$ cat config.mk
export PLATFORM = sky130hd
export DESIGN_NAME = host_port_decoder
export DESIGN_NICKNAME = d
export VERILOG_FILES = /design/src/rtl/hpd_pkg.sv /design/src/rtl/hpd_datapath.sv /design/src/rtl/hpd_control.sv /design/src/rtl/host_port_decoder.sv
export SDC_FILE = /design/constraint.sdc
export NUM_CORES = 1
export LEC_CHECK = 0
export BUFFER_PORTS_ARGS = -buffer_cell sky130_fd_sc_hd__buf_4
export CAP_MARGIN = 30
export CORE_MARGIN = 5
export CORE_UTILIZATION = 40
export CTS_BUF_LIST = sky130_fd_sc_hd__clkbuf_2
export DETAILED_ROUTE_END_ITERATION = 7
export MAX_ROUTING_LAYER = met4
export PLACE_DENSITY_LB_ADDON = 0.3
export SLEW_MARGIN = 20
export SYNTH_ARGS = -nofsm -noshare
export SYNTH_HDL_FRONTEND = slang
export SYNTH_SLANG_ARGS = --single-unit
$ cat constraint.sdc
create_clock -name clk -period 1.47 [get_ports clk]
set_input_delay 0.0735 -clock clk [delete_from_list [all_inputs] [get_ports clk]]
set_output_delay 0.0735 -clock clk [all_outputs]
set_load 0.01 [all_outputs]
$ cat src/rtl/hpd_pkg.sv
package hpd_pkg;
  localparam int FN_W = 4;

  localparam logic [FN_W-1:0] FN_SOFT_RESET = 4'h0;
  localparam logic [FN_W-1:0] FN_SELF_TEST  = 4'h1;
  localparam logic [FN_W-1:0] FN_ALT_CFG    = 4'h2;
  localparam logic [FN_W-1:0] FN_DUMP       = 4'h3;

  typedef enum logic {ST_IDLE = 1'b0, ST_HALF = 1'b1} cmdState_e;

  typedef struct packed {
    logic captureLo;
    logic captureHi;
    logic startQuiet;
    logic tickQuiet;
  } dpStrobes_t;
endpackage

$ cat src/rtl/hpd_datapath.sv
module hpd_datapath
  import hpd_pkg::*;
#(
  parameter int HALF_W      = 16,
  parameter int SYS_QUIET   = 10,
  parameter int SER_QUIET   = 5,
  parameter int SYNC_STAGES = 2
) (
  input  logic                clk,
  input  logic                rstN,
  input  dpStrobes_t          strobes,
  input  logic [HALF_W-1:0]   portData,
  input  logic                serialClk,
  output logic [FN_W-1:0]     fnCode,
  output logic [2*HALF_W-1:0] actionAddr,
  output logic                quietDone
);
  localparam int WORD_W = 2 * HALF_W;
  localparam int SYS_W  = $clog2(SYS_QUIET + 1);
  localparam int SER_W  = $clog2(SER_QUIET + 1);

  logic [HALF_W-1:0]    loWord;
  logic [WORD_W-1:0]    addrReg;
  logic [SYNC_STAGES:0] serSync;
  logic                 serRise;
  logic [SYS_W-1:0]     sysCnt;
  logic [SER_W-1:0]     serCnt;

  assign fnCode     = loWord[FN_W-1:0];
  assign actionAddr = addrReg;

  always_ff @(posedge clk) begin
    if (!rstN) begin
      loWord  <= '0;
      addrReg <= '0;
    end else begin
      if (strobes.captureLo) loWord <= portData;
      if (strobes.captureHi) begin
        if (loWord[FN_W-1:0] == FN_SOFT_RESET) addrReg <= '0;
        else addrReg <= {portData, loWord[HALF_W-1:FN_W], {FN_W{1'b0}}};
      end
    end
  end

  // Synchronizer stages followed by one delay stage used for edge detection
  genvar gi;
  for (gi = 0; gi <= SYNC_STAGES; gi++) begin : g_sync
    always_ff @(posedge clk) begin
      if (!rstN) serSync[gi] <= 1'b0;
      else if (gi == 0) serSync[gi] <= serialClk;
      else serSync[gi] <= serSync[(gi == 0) ? 0 : gi-1];
    end
  end

  assign serRise = serSync[SYNC_STAGES-1] & ~serSync[SYNC_STAGES];

  always_ff @(posedge clk) begin
    if (!rstN) begin
      sysCnt <= '0;
      serCnt <= '0;
    end else if (strobes.startQuiet) begin
      sysCnt <= '0;
      serCnt <= '0;
    end else if (strobes.tickQuiet) begin
      if (sysCnt != SYS_W'(SYS_QUIET)) sysCnt <= sysCnt + 1'b1;
      if (serRise && serCnt != SER_W'(SER_QUIET)) serCnt <= serCnt + 1'b1;
    end
  end

  assign quietDone = (sysCnt == SYS_W'(SYS_QUIET)) && (serCnt == SER_W'(SER_QUIET));
endmodule

$ cat src/rtl/hpd_control.sv
module hpd_control
  import hpd_pkg::*;
(
  input  logic            clk,
  input  logic            rstN,
  input  logic            portStrobe,
  input  logic            chanAttn,
  input  logic [FN_W-1:0] fnCode,
  input  logic            quietDone,
  output dpStrobes_t      strobes,
  output logic            holdEngines,
  output logic            resetPulse,
  output logic            selfTestPulse,
  output logic            altCfgPulse,
  output logic            dumpPulse,
  output logic            quietBusy,
  output logic            attnAccept,
  output logic            attnDropped
);
  cmdState_e state;

  always_comb begin
    strobes.captureLo  = portStrobe && (state == ST_IDLE);
    strobes.captureHi  = portStrobe && (state == ST_HALF);
    strobes.startQuiet = strobes.captureHi && (fnCode == FN_SOFT_RESET);
    strobes.tickQuiet  = quietBusy;
  end

  assign holdEngines = (state == ST_HALF);

  always_ff @(posedge clk) begin
    if (!rstN) begin
      state         <= ST_IDLE;
      resetPulse    <= 1'b0;
      selfTestPulse <= 1'b0;
      altCfgPulse   <= 1'b0;
      dumpPulse     <= 1'b0;
      quietBusy     <= 1'b0;
      attnAccept    <= 1'b0;
      attnDropped   <= 1'b0;
    end else begin
      if (strobes.captureLo) state <= ST_HALF;
      else if (strobes.captureHi) state <= ST_IDLE;

      resetPulse    <= strobes.captureHi && (fnCode == FN_SOFT_RESET);
      selfTestPulse <= strobes.captureHi && (fnCode == FN_SELF_TEST);
      altCfgPulse   <= strobes.captureHi && (fnCode == FN_ALT_CFG);
      dumpPulse     <= strobes.captureHi && (fnCode == FN_DUMP);

      if (strobes.startQuiet) quietBusy <= 1'b1;
      else if (quietDone) quietBusy <= 1'b0;

      attnAccept  <= chanAttn && !quietBusy;
      attnDropped <= chanAttn && quietBusy;
    end
  end
endmodule

$ cat src/rtl/host_port_decoder.sv
module host_port_decoder
  import hpd_pkg::*;
#(
  parameter int HALF_W      = 16,
  parameter int SYS_QUIET   = 10,
  parameter int SER_QUIET   = 5,
  parameter int SYNC_STAGES = 2
) (
  input  logic                clk,
  input  logic                rstN,
  input  logic                portStrobe,
  input  logic [HALF_W-1:0]   portData,
  input  logic                serialClk,
  input  logic                chanAttn,
  output logic                holdEngines,
  output logic                resetPulse,
  output logic                selfTestPulse,
  output logic                altCfgPulse,
  output logic                dumpPulse,
  output logic [2*HALF_W-1:0] actionAddr,
  output logic                quietBusy,
  output logic                attnAccept,
  output logic                attnDropped
);
  dpStrobes_t      strobes;
  logic [FN_W-1:0] fnCode;
  logic            quietDone;

  hpd_control u_ctrl (
    .clk(clk), .rstN(rstN), .portStrobe(portStrobe), .chanAttn(chanAttn),
    .fnCode(fnCode), .quietDone(quietDone), .strobes(strobes),
    .holdEngines(holdEngines), .resetPulse(resetPulse),
    .selfTestPulse(selfTestPulse), .altCfgPulse(altCfgPulse),
    .dumpPulse(dumpPulse), .quietBusy(quietBusy),
    .attnAccept(attnAccept), .attnDropped(attnDropped)
  );

  hpd_datapath #(
    .HALF_W(HALF_W), .SYS_QUIET(SYS_QUIET),
    .SER_QUIET(SER_QUIET), .SYNC_STAGES(SYNC_STAGES)
  ) u_dp (
    .clk(clk), .rstN(rstN), .strobes(strobes), .portData(portData),
    .serialClk(serialClk), .fnCode(fnCode), .actionAddr(actionAddr),
    .quietDone(quietDone)
  );
endmodule

* Word level (Yosys, flattened, before mapping)
Cells that the tools add are included.
** Operators by class
- Add/subtract/negate cells :: 2
- Eq/ne operators :: 7
- Muxes and demuxes :: 5
- Bitwise gates (word level) :: 4
- Reduce and logical (&&, ||, !) cells :: 17
** Operators with widths (number)
- 32-bit two-way mux :: 1
- 1-bit logical AND :: 10
- 4-bit by 2-bit == test with 1-bit output (second input constant) :: 2
- 4-bit by 1-bit adder with 4-bit output (second input constant) :: 1
- 4-bit by 1-bit == test with 1-bit output (second input constant) :: 1
- 4-bit == test (second input constant) :: 1
- 4-bit zero test :: 1
- 1-bit two-way mux :: 4
- 4-bit inequality test (second input constant) :: 1
- 2-bit AND reduction :: 2
- 2-bit nonzero test :: 2
- 3-bit by 1-bit adder with 3-bit output (second input constant) :: 1
- 3-bit == test (second input constant) :: 1
- 3-bit inequality test (second input constant) :: 1
- 1-bit NOT :: 3
- 2-bit OR reduction :: 1
- 1-bit AND :: 1
- 1-bit zero test :: 1
** Storage, ports and cells
- Bits in registers :: 66
- Input bits :: 21
- Logic and storage cells :: 50

* Longest topological paths before layout
Gate-level depths: netlist of the first run.
- Word-level depth :: 4
- Depth in mapped cells :: 5
- Mapped depth without buffers :: 5

* Modules after synthesis
From an unflattened synthesis of the first run, not the netlist that was laid out.
** Second synthesis, totals
- Cell total of the unflattened synthesis :: 259
- Area, all modules :: 2620.0 um^2
** By module, submodules not included
- hpd_datapath :: times used 1, cells each 231, area an instance 2337.2 um^2, sequential area each 1081.0 um^2
- hpd_control :: times used 1, cells each 28, area an instance 282.8 um^2, sequential area each 160.2 um^2

* Worst setup path before layout of the first run
OpenSTA, ideal clock, no wires.
- Kind :: register to register
- Start point :: register u_dp.serCnt[1]
- End point :: register u_dp.serCnt[2]
- Arrival time :: 1351 ps
- Required time :: 1400 ps
- Setup slack :: 49 ps
- Cell stages (with the launch flop) :: 6
- Path buffers :: 0
- Period minus slack after synthesis :: 1421 ps
- Cells stage by stage :: dfxtp_1 > inv_1 > ha_1 > a21bo_2 > or4_1 > a21oi_1
** On the way
- Cells in the longest elaborated chain, start to end :: 3
- Elaborated cells between the ends (all ways) :: 4
** Ends and longest elaborated chain
- start, declared :: RTL line hpd_datapath.sv:27 : logic [SER_W-1:0] serCnt;
- start signal, assigned :: RTL line hpd_datapath.sv:66 : if (serRise && serCnt != SER_W'(SER_QUIET)) serCnt <= serCnt + 1'b1;
- branches (longest 3 deep; another with 3-bit by 1-bit adder with 3-bit output)
Parallel ways; which one is timed is not known.
A chain may end at the register's enable or synchronous reset.

* Worst setup path after layout of the first run
Same ends and word-level chain as after synthesis.

==> results of run 1 <==
area by class of cell:
type	instances	area [um^2]
multi-input combinational	184	986
clock inverter	7	123
clock buffer	9	45.0
fill	510	2290
tap	72	90.1
sequential	62	1240
inverter	6	25.0
timing repair buffer	94	773
stage by stage:
step | area (um^2) | power, mW | util | setup TNS (ns)
floorplan | 2340 | 1.99 | - | 0
global route | 3290 | 3.72 | 0.589 | 0
global placement | 2840 | 2.13 | 0.509 | 0
finish | 3290 | 3.55 | 0.589 | 0
CTS | 3240 | 3.58 | 0.582 | 0
detailed placement | 2840 | 2.13 | 0.509 | -0.0175
logic make-up (layout without fill, tap and decap cells):
group,count (synthesis),after routing,synth area share
xor+xnor,1,1,0.00377
compound gates,62,62,0.157
other cells,1,4,0.00161
buf+inv,29,116,0.0630
flops,62,62,0.534
simple gates,113,113,0.220
fa+ha+maj,4,4,0.0215
critical path, cell delays in order (launching register included):
cell and delay [ns]:
sky130_fd_sc_hd__dfxtp_2 0.37, sky130_fd_sc_hd__inv_2 0.04, sky130_fd_sc_hd__ha_4 0.15, sky130_fd_sc_hd__a21bo_4 0.23, sky130_fd_sc_hd__or4_4 0.48, sky130_fd_sc_hd__a21oi_2 0.11
registers in the layout, summed over array words and instances (netlist names), 3 cells and up:
name	cells
u_dp.actionAddr	28
u_dp.loWord	16
u_dp.serCnt	3
u_dp.serSync	3
u_dp.sysCnt	4
cells in the final DEF (no fill, tap or decap), types with 9 or more instances in the layout:
| master | netlist | routed |
|---|---|---|
| sky130_fd_sc_hd__buf_4 | 5 | 71 |
| sky130_fd_sc_hd__dfxtp_1 | 62 | 60 |
| sky130_fd_sc_hd__nand2_1 | 63 | 63 |
| sky130_fd_sc_hd__o21ai_0 | 30 | 30 |
| sky130_fd_sc_hd__a21oi_1 | 22 | 21 |
| sky130_fd_sc_hd__clkbuf_2 | 1 | 9 |
| sky130_fd_sc_hd__dlygate4sd3_1 | 0 | 22 |
| sky130_fd_sc_hd__nand3_1 | 29 | 29 |
metal layers:
layer,track usage,part of all wire,vias up
met5,-,0,-
met4,0.0765,0.013,0
met3,0.0428,0.055,8
met2,0.270,0.46,59
met1,0.213,0.47,980
li1,-,-,1083
worst min-delay path by stage:
stage / endpoint / slack [ns]
detailed placement: u_dp.serSync[0]$_SDFF_PN0_ / 0.29
finish: u_dp.actionAddr[26]$_SDFFE_PN0P_ / 0.37
global placement: u_dp.serSync[0]$_SDFF_PN0_ / 0.28
CTS: u_dp.loWord[14]$_SDFFE_PN0P_ / 0.32
floorplan: u_ctrl.attnAccept$_SDFF_PN0_ / 0.20
global route: u_dp.loWord[8]$_SDFFE_PN0P_ / 0.31
where the power goes:
group	leakage (nW)	switching (mW)	internal, mW	total (mW)
registers	0.505	0.0339	1.74	1.77
clock network	0.0883	0.660	0.738	1.40
logic	0.753	0.200	0.183	0.383
repair_timing:
| action | CTS | global route |
|---|---|---|
| buffers inserted | 2 | 2 |
| setup endpoints to repair | 1 | 1 |
| resized for setup | 2 | 6 |
| hold endpoints to repair | 39 | 0 |
| pin swaps | 1 | 2 |
| hold buffers | 22 | 0 |
==> metrics.log, run 1 <==
[metrics] worst setup timing slack at the placement stage: -0.0175 ns
[metrics] number of warnings reported in the yosys synthesis log: 0
[metrics] crit path kind: flip-flop to flip-flop
[metrics] unrepaired setup endpoints after global routing: no
[metrics] result of the run: completed
[metrics] Clock Skew: 0.0237 ns
[metrics] # H-tree levels: 3
[metrics] via count: 2130
[metrics] effective utilization at floorplan: 0.417
[metrics] HPWL after detailed placement: 3750 um
[metrics] share of cells above drive strength 1: 0.276
[metrics] antenna violations before repair: 0
[metrics] die boundary width: 86.2 um
[metrics] Power per Cell Area: about 1100 nW/um^2
[metrics] synth cell count leaders: 63 x sky130_fd_sc_hd__nand2_1, 62 x sky130_fd_sc_hd__dfxtp_1, 30 x sky130_fd_sc_hd__o21ai_0, 29 x sky130_fd_sc_hd__nand3_1, 22 x sky130_fd_sc_hd__a21oi_1
[metrics] clock slew at reported path FFs: 0.21 ns
[metrics] std cell rows: 27
[metrics] largest fanout on the critical path: 6
[metrics] number of global-route vias before repair: 2126
[metrics] reg2reg setup slack: 0.04 ns
[metrics] launch point of the worst reg-to-reg path: u_dp.serCnt[1]$_SDFFE_PP0P_
[metrics] FF+latch count, synth: 62
[metrics] Detailed Routing Iterations Pass 1: 4
[metrics] Placer Congestion: between 0.7 and 0.8
[metrics] Global Route Usage Sum: 0.173
[metrics] top area cells in the synthesized netlist: sky130_fd_sc_hd__dfxtp_1 53%, sky130_fd_sc_hd__nand2_1 10%, sky130_fd_sc_hd__o21ai_0 6.5%, sky130_fd_sc_hd__nand3_1 6.2%, sky130_fd_sc_hd__a21oi_1 4.7%
[metrics] HP Start: portData[10]
[metrics] VDD IR max: between 600 and 700 uV
[metrics] post-synthesis cell type with the largest combined area: sky130_fd_sc_hd__dfxtp_1
[metrics] number of cell instances on the worst register-to-register path: 5
[metrics] number of clock sinks: 62
[metrics] CP arrival: approximately 1.9 ns
[metrics] number of buffers added by the clock tree synthesis step: 9
[metrics] post-synthesis average cell area: about 8.5 um^2
[metrics] synthesized instance count: 272
[metrics] least setup slack across all paths after layout: 0.0388 ns
[metrics] CTS tree: done
[metrics] DRT iter0 DRCs: 144
[metrics] crit path from: u_dp.serCnt[1]$_SDFFE_PP0P_
[metrics] final hold violation count: 0
[metrics] Port Buf Inserts: 56
[metrics] Critical Path Sink Type: flip-flop
[metrics] dpl cells: 392
[metrics] number of slew-limit violations in the final report: 0
[metrics] Via-to-Cell Ratio: 4.91
[metrics] area of the die: 7440 um^2
[metrics] clock latency on the worst-skew pair: 0.49 ns
[metrics] capture instance of the worst register-to-register path: u_dp.serCnt[2]$_SDFFE_PP0P_
[metrics] CTS root buffer: sky130_fd_sc_hd__clkbuf_2
[metrics] most common flop cell mapped by yosys: sky130_fd_sc_hd__dfxtp_1
[metrics] Total Nets Final: about 380
[metrics] last element of the critical path: u_dp.serCnt[2]$_SDFFE_PP0P_
[metrics] Routed Wire Length: 5810 um
[metrics] startpoint type of the worst setup path: flip-flop
[metrics] global-route wire length before repair: approximately 9900 um
[metrics] sequential area share after synthesis: 0.534
[metrics] count of flip-flops with a built-in enable after synthesis: 0
[metrics] layout-stage area growth over the synthesis result: 41.3%
[metrics] standard cell core area: between 5000 and 6000 um^2
[metrics] worst hold margin: between 0.3 and 0.4 ns
[metrics] max-cap violation count: 0
[metrics] share of the clock period used by the worst path after layout: 0.974
[metrics] Highest Clock Rate: 699 MHz
[metrics] leakage dissipation: 1.35 nW
[metrics] maximum number of pins on one net before global-route repair: 29
[metrics] Wirelength per Cell: 13.4 um
[metrics] area share of the largest cell type after synthesis: 0.534
[metrics] die outline height: 86.2 um
[metrics] type of the worst min-delay path: input port to flip-flop
[metrics] crit path time final: around 1.4 ns
[metrics] number of nets still failing antenna checks after routing: 0
[metrics] FFs w/ async S/R, synth: 0
[metrics] cell with the most instances after synthesis: sky130_fd_sc_hd__nand2_1
[metrics] hold path cells: 4
[metrics] count of cell types in the netlist: 35
[metrics] cell area after synthesis: about 2300 um^2
[metrics] Setup-failing EPs final: 0
[metrics] data required time of the worst path: 1.89 ns
[metrics] DRC violations left: 0
[metrics] overall overflow remaining after global route: 0
[metrics] number of cells in the finished layout apart from fillers: 434
[metrics] deepest clock path buffer count: 2
[metrics] ANT cells: 0
[metrics] io pins: 61
Note: power is estimated with default switching activity, not from simulation.
==> inputs of run 2 (changes only) <==
Settings changed: CORE_ASPECT_RATIO from default to 1.75.
==> metrics.log, run 2 (synthesis gave the netlist of run 1 again) <==
[metrics] result of the run: completed
[metrics] Buf+Inv Stages, Crit Path: 1 (unchanged)
[metrics] CTS root buffer: sky130_fd_sc_hd__clkbuf_2
[metrics] final hold violation count: 0 (unchanged)
[metrics] CP arrival: 1.87 ns (+0.02 ns)
[metrics] number of global-route vias before repair: 2124 (-0.094%)
[metrics] Global Route Usage Sum: 0.175 (+0.00154)
[metrics] HP Start: serialClk
[metrics] crit-path max cell delay: 0.48 ns (about the same)
[metrics] cell family with most CP delay: simple AND/OR/NAND/NOR gates
[metrics] HPWL after detailed placement: 4050 um (+8.0%)
[metrics] die outline height: 111 um (+29%)
[metrics] DRT iter0 DRCs: 77 (-47%)
[metrics] die boundary width: 67.6 um (-22%)
[metrics] clock latency on the worst-skew pair: 0.47 ns (-0.02 ns)
[metrics] Routed Wire Length: 5830 um (+0.40%)
[metrics] Clock Skew: 0.0176 ns (-0.00614 ns)
[metrics] FF/Latch Area: 1240 um^2 (unchanged)
[metrics] io pins: 61 (unchanged)
[metrics] ANT cells: 0 (unchanged)
[metrics] most frequent cells in the layout: 70 x sky130_fd_sc_hd__buf_4, 63 x sky130_fd_sc_hd__nand2_1, 60 x sky130_fd_sc_hd__dfxtp_1
[metrics] area of the die: 7500 um^2 (+0.81%)
[metrics] deepest clock path buffer count: 2 (unchanged)
[metrics] overall overflow remaining after global route: 0 (unchanged)
[metrics] Wirelength per Cell: 13.4 um (+0.40%)
[metrics] antenna violations before repair: 0 (unchanged)
[metrics] Highest Clock Rate: 689 MHz (-1.4%)
[metrics] final core occ: 0.560 (-0.0292)
[metrics] via count: 2138 (+0.38%)
[metrics] number of nets still failing antenna checks after routing: 0 (unchanged)
[metrics] number of slew-limit violations in the final report: 0 (unchanged)
[metrics] # H-tree levels: 3 (unchanged)
[metrics] effective utilization at floorplan: 0.413 (-0.00417)
[metrics] crit path time final: 1.45 ns (+0.0211 ns)
[metrics] Port Buf Inserts: 56 (unchanged)
[metrics] std cell rows: 36 (+33%)
[metrics] final instance area: 3150 um^2 (-4.0%)
[metrics] CP cell instances: inv_2 > ha_4 > a21bo_4 > or4_4 > a21oi_2
[metrics] hold path cells: 3 (-1)
[metrics] maximum number of pins on one net before global-route repair: 21 (-28%)
[metrics] number of clock sinks: 62 (unchanged)
[metrics] Critical Path Sink Type: flip-flop
[metrics] Endpoint, Worst Hold: u_dp.serSync[0]$_SDFF_PN0_
[metrics] fill cell instance count of the final layout: 555 (+8.8%)
[metrics] largest fanout on the critical path: 6 (unchanged)
[metrics] Setup-failing EPs final: 0 (unchanged)
[metrics] layout-stage area growth over the synthesis result: 35.7%
[metrics] clock slew at reported path FFs: 0.16 ns (-0.05 ns)
[metrics] VDD IR max: 492 uV (-26%)
[metrics] DRC violations left: 0 (unchanged)
[metrics] max reg flops: 28 (unchanged)
[metrics] launch point of the worst reg-to-reg path: u_dp.serCnt[1]$_SDFFE_PP0P_
[metrics] type of the worst min-delay path: input port to flip-flop
[metrics] Via-to-Cell Ratio: 4.93 (+0.38%)
[metrics] slowest CP cell: sky130_fd_sc_hd__or4_4
[metrics] crit path kind: flip-flop to flip-flop
[metrics] share of the clock period used by the worst path after layout: 0.988 (+0.0143)
[metrics] share of cells above drive strength 1: 0.265 (-0.0109)
[metrics] footprint of the multi-input gates: 986 um^2 (unchanged)
[metrics] Post-Route Setup TNS: 0 ns (unchanged)
[metrics] CTS tree: done
[metrics] Post-DP Area: 2830 um^2 (-0.26%)
[metrics] unrepaired setup endpoints after global routing: yes
[metrics] number of buffers added by the clock tree synthesis step: 9 (unchanged)
[metrics] total power consumption of the routed design: 2.94 mW (-17%)
[metrics] reg2reg setup slack: 0.02 ns (-0.02 ns)
[metrics] Placer Congestion: 0.720 (-2.6%)
[metrics] Power per Cell Area: 931 nW/um^2 (-14%)
[metrics] data required time of the worst path: 1.89 ns (about the same)
[metrics] number of cell instances on the worst register-to-register path: 5 (unchanged)
[metrics] max-cap violation count: 0 (unchanged)
[metrics] Total Nets Final: 378 (-1.0%)
[metrics] leakage dissipation: 1.29 nW (-4.2%)
[metrics] commonest non-fill, non-tap cell in the layout: sky130_fd_sc_hd__buf_4
[metrics] capture instance of the worst register-to-register path: u_dp.serCnt[2]$_SDFFE_PP0P_
[metrics] global-route wire length before repair: 9800 um (-0.98%)
[metrics] startpoint type of the worst setup path: flip-flop
[metrics] worst hold margin: 0.356 ns (-0.0112 ns)
[metrics] standard cell core area: 5630 um^2 (+1.0%)
[metrics] Detailed Routing Iterations Pass 1: 4 (unchanged)
## run 2: cell types whose count changed in the layout (fill, tap and decap cells not counted), moves of 2 or more
cell	delta
sky130_fd_sc_hd__clkinv_1	+3
sky130_fd_sc_hd__clkinv_2	+2
sky130_fd_sc_hd__bufinv_16	-3
sky130_fd_sc_hd__dlygate4sd3_1	-2
sky130_fd_sc_hd__clkinv_4	-2
## run 2: report_power, final
group	switching (mW)	internal, mW	leakage, nW
Sequential	0.0378	1.74	0.505
Clock	0.588	0.207	0.0542
Combinational	0.192	0.175	0.730
## run 2: metrics by stage
stage          cells  setup slack [ns]
4_1_cts          433            0.0174
6_report         434            0.0178
3_3_place_gp     396            0.0311
5_1_grt          434           -0.0215
2_1_floorplan    275            0.0494
3_5_place_dp     396           -0.0429
## run 2: per-layer routing
metal | part of all wire | global-route usage | vias up | wire, um
li1 | - | - | 1070 | -
met1 | 0.39 | 0.186 | 1009 | 2290
met2 | 0.55 | 0.296 | 49 | 3190
met3 | 0.042 | 0.0446 | 10 | 245
met4 | 0.019 | 0.0732 | 0 | 113
met5 | 0 | - | - | 0
## run 2: layout make-up
class	count	share of cell area
Timing Repair Buffer	90	0.230
Inverter	6	0.00793
Tap cell	76	0.0301
Sequential cell	62	0.394
Multi-Input combinational cell	184	0.313
Clock inverter	6	0.00912
Clock buffer	10	0.0159
## run 2: worst max-delay path by stage
stage / startpoint / end / slack, ns / cells past startpoint
after CTS: u_dp.serCnt[1]$_SDFFE_PP0P_ / u_dp.serCnt[2]$_SDFFE_PP0P_ / 0.02 / 5
after floorplan: u_dp.serCnt[1]$_SDFFE_PP0P_ / u_dp.serCnt[2]$_SDFFE_PP0P_ / 0.05 / 5
after global placement: u_dp.serCnt[1]$_SDFFE_PP0P_ / u_dp.serCnt[2]$_SDFFE_PP0P_ / 0.03 / 5
after detailed placement: u_dp.serCnt[1]$_SDFFE_PP0P_ / u_dp.serCnt[2]$_SDFFE_PP0P_ / -0.04 / 5
final: u_dp.serCnt[1]$_SDFFE_PP0P_ / u_dp.serCnt[2]$_SDFFE_PP0P_ / 0.02 / 5
after global routing: u_dp.serCnt[1]$_SDFFE_PP0P_ / u_dp.serCnt[2]$_SDFFE_PP0P_ / -0.02 / 5
## run 2: worst min-delay path, cell delays in order
cell and delay (ns):
sky130_fd_sc_hd__dlygate4sd3_1 0.53, sky130_fd_sc_hd__buf_4 0.10, sky130_fd_sc_hd__and2_1 0.11
## run 2: timing repair
| action | in CTS | in global routing |
|---|---|---|
| setup buffers | 1 | 1 |
| endpoints found under the hold margin | 45 | 0 |
| resized for setup | 2 | 6 |
| pin swaps | 2 | 2 |
| hold buffers | 20 | 0 |
| endpoints found under the setup margin | 1 | 1 |
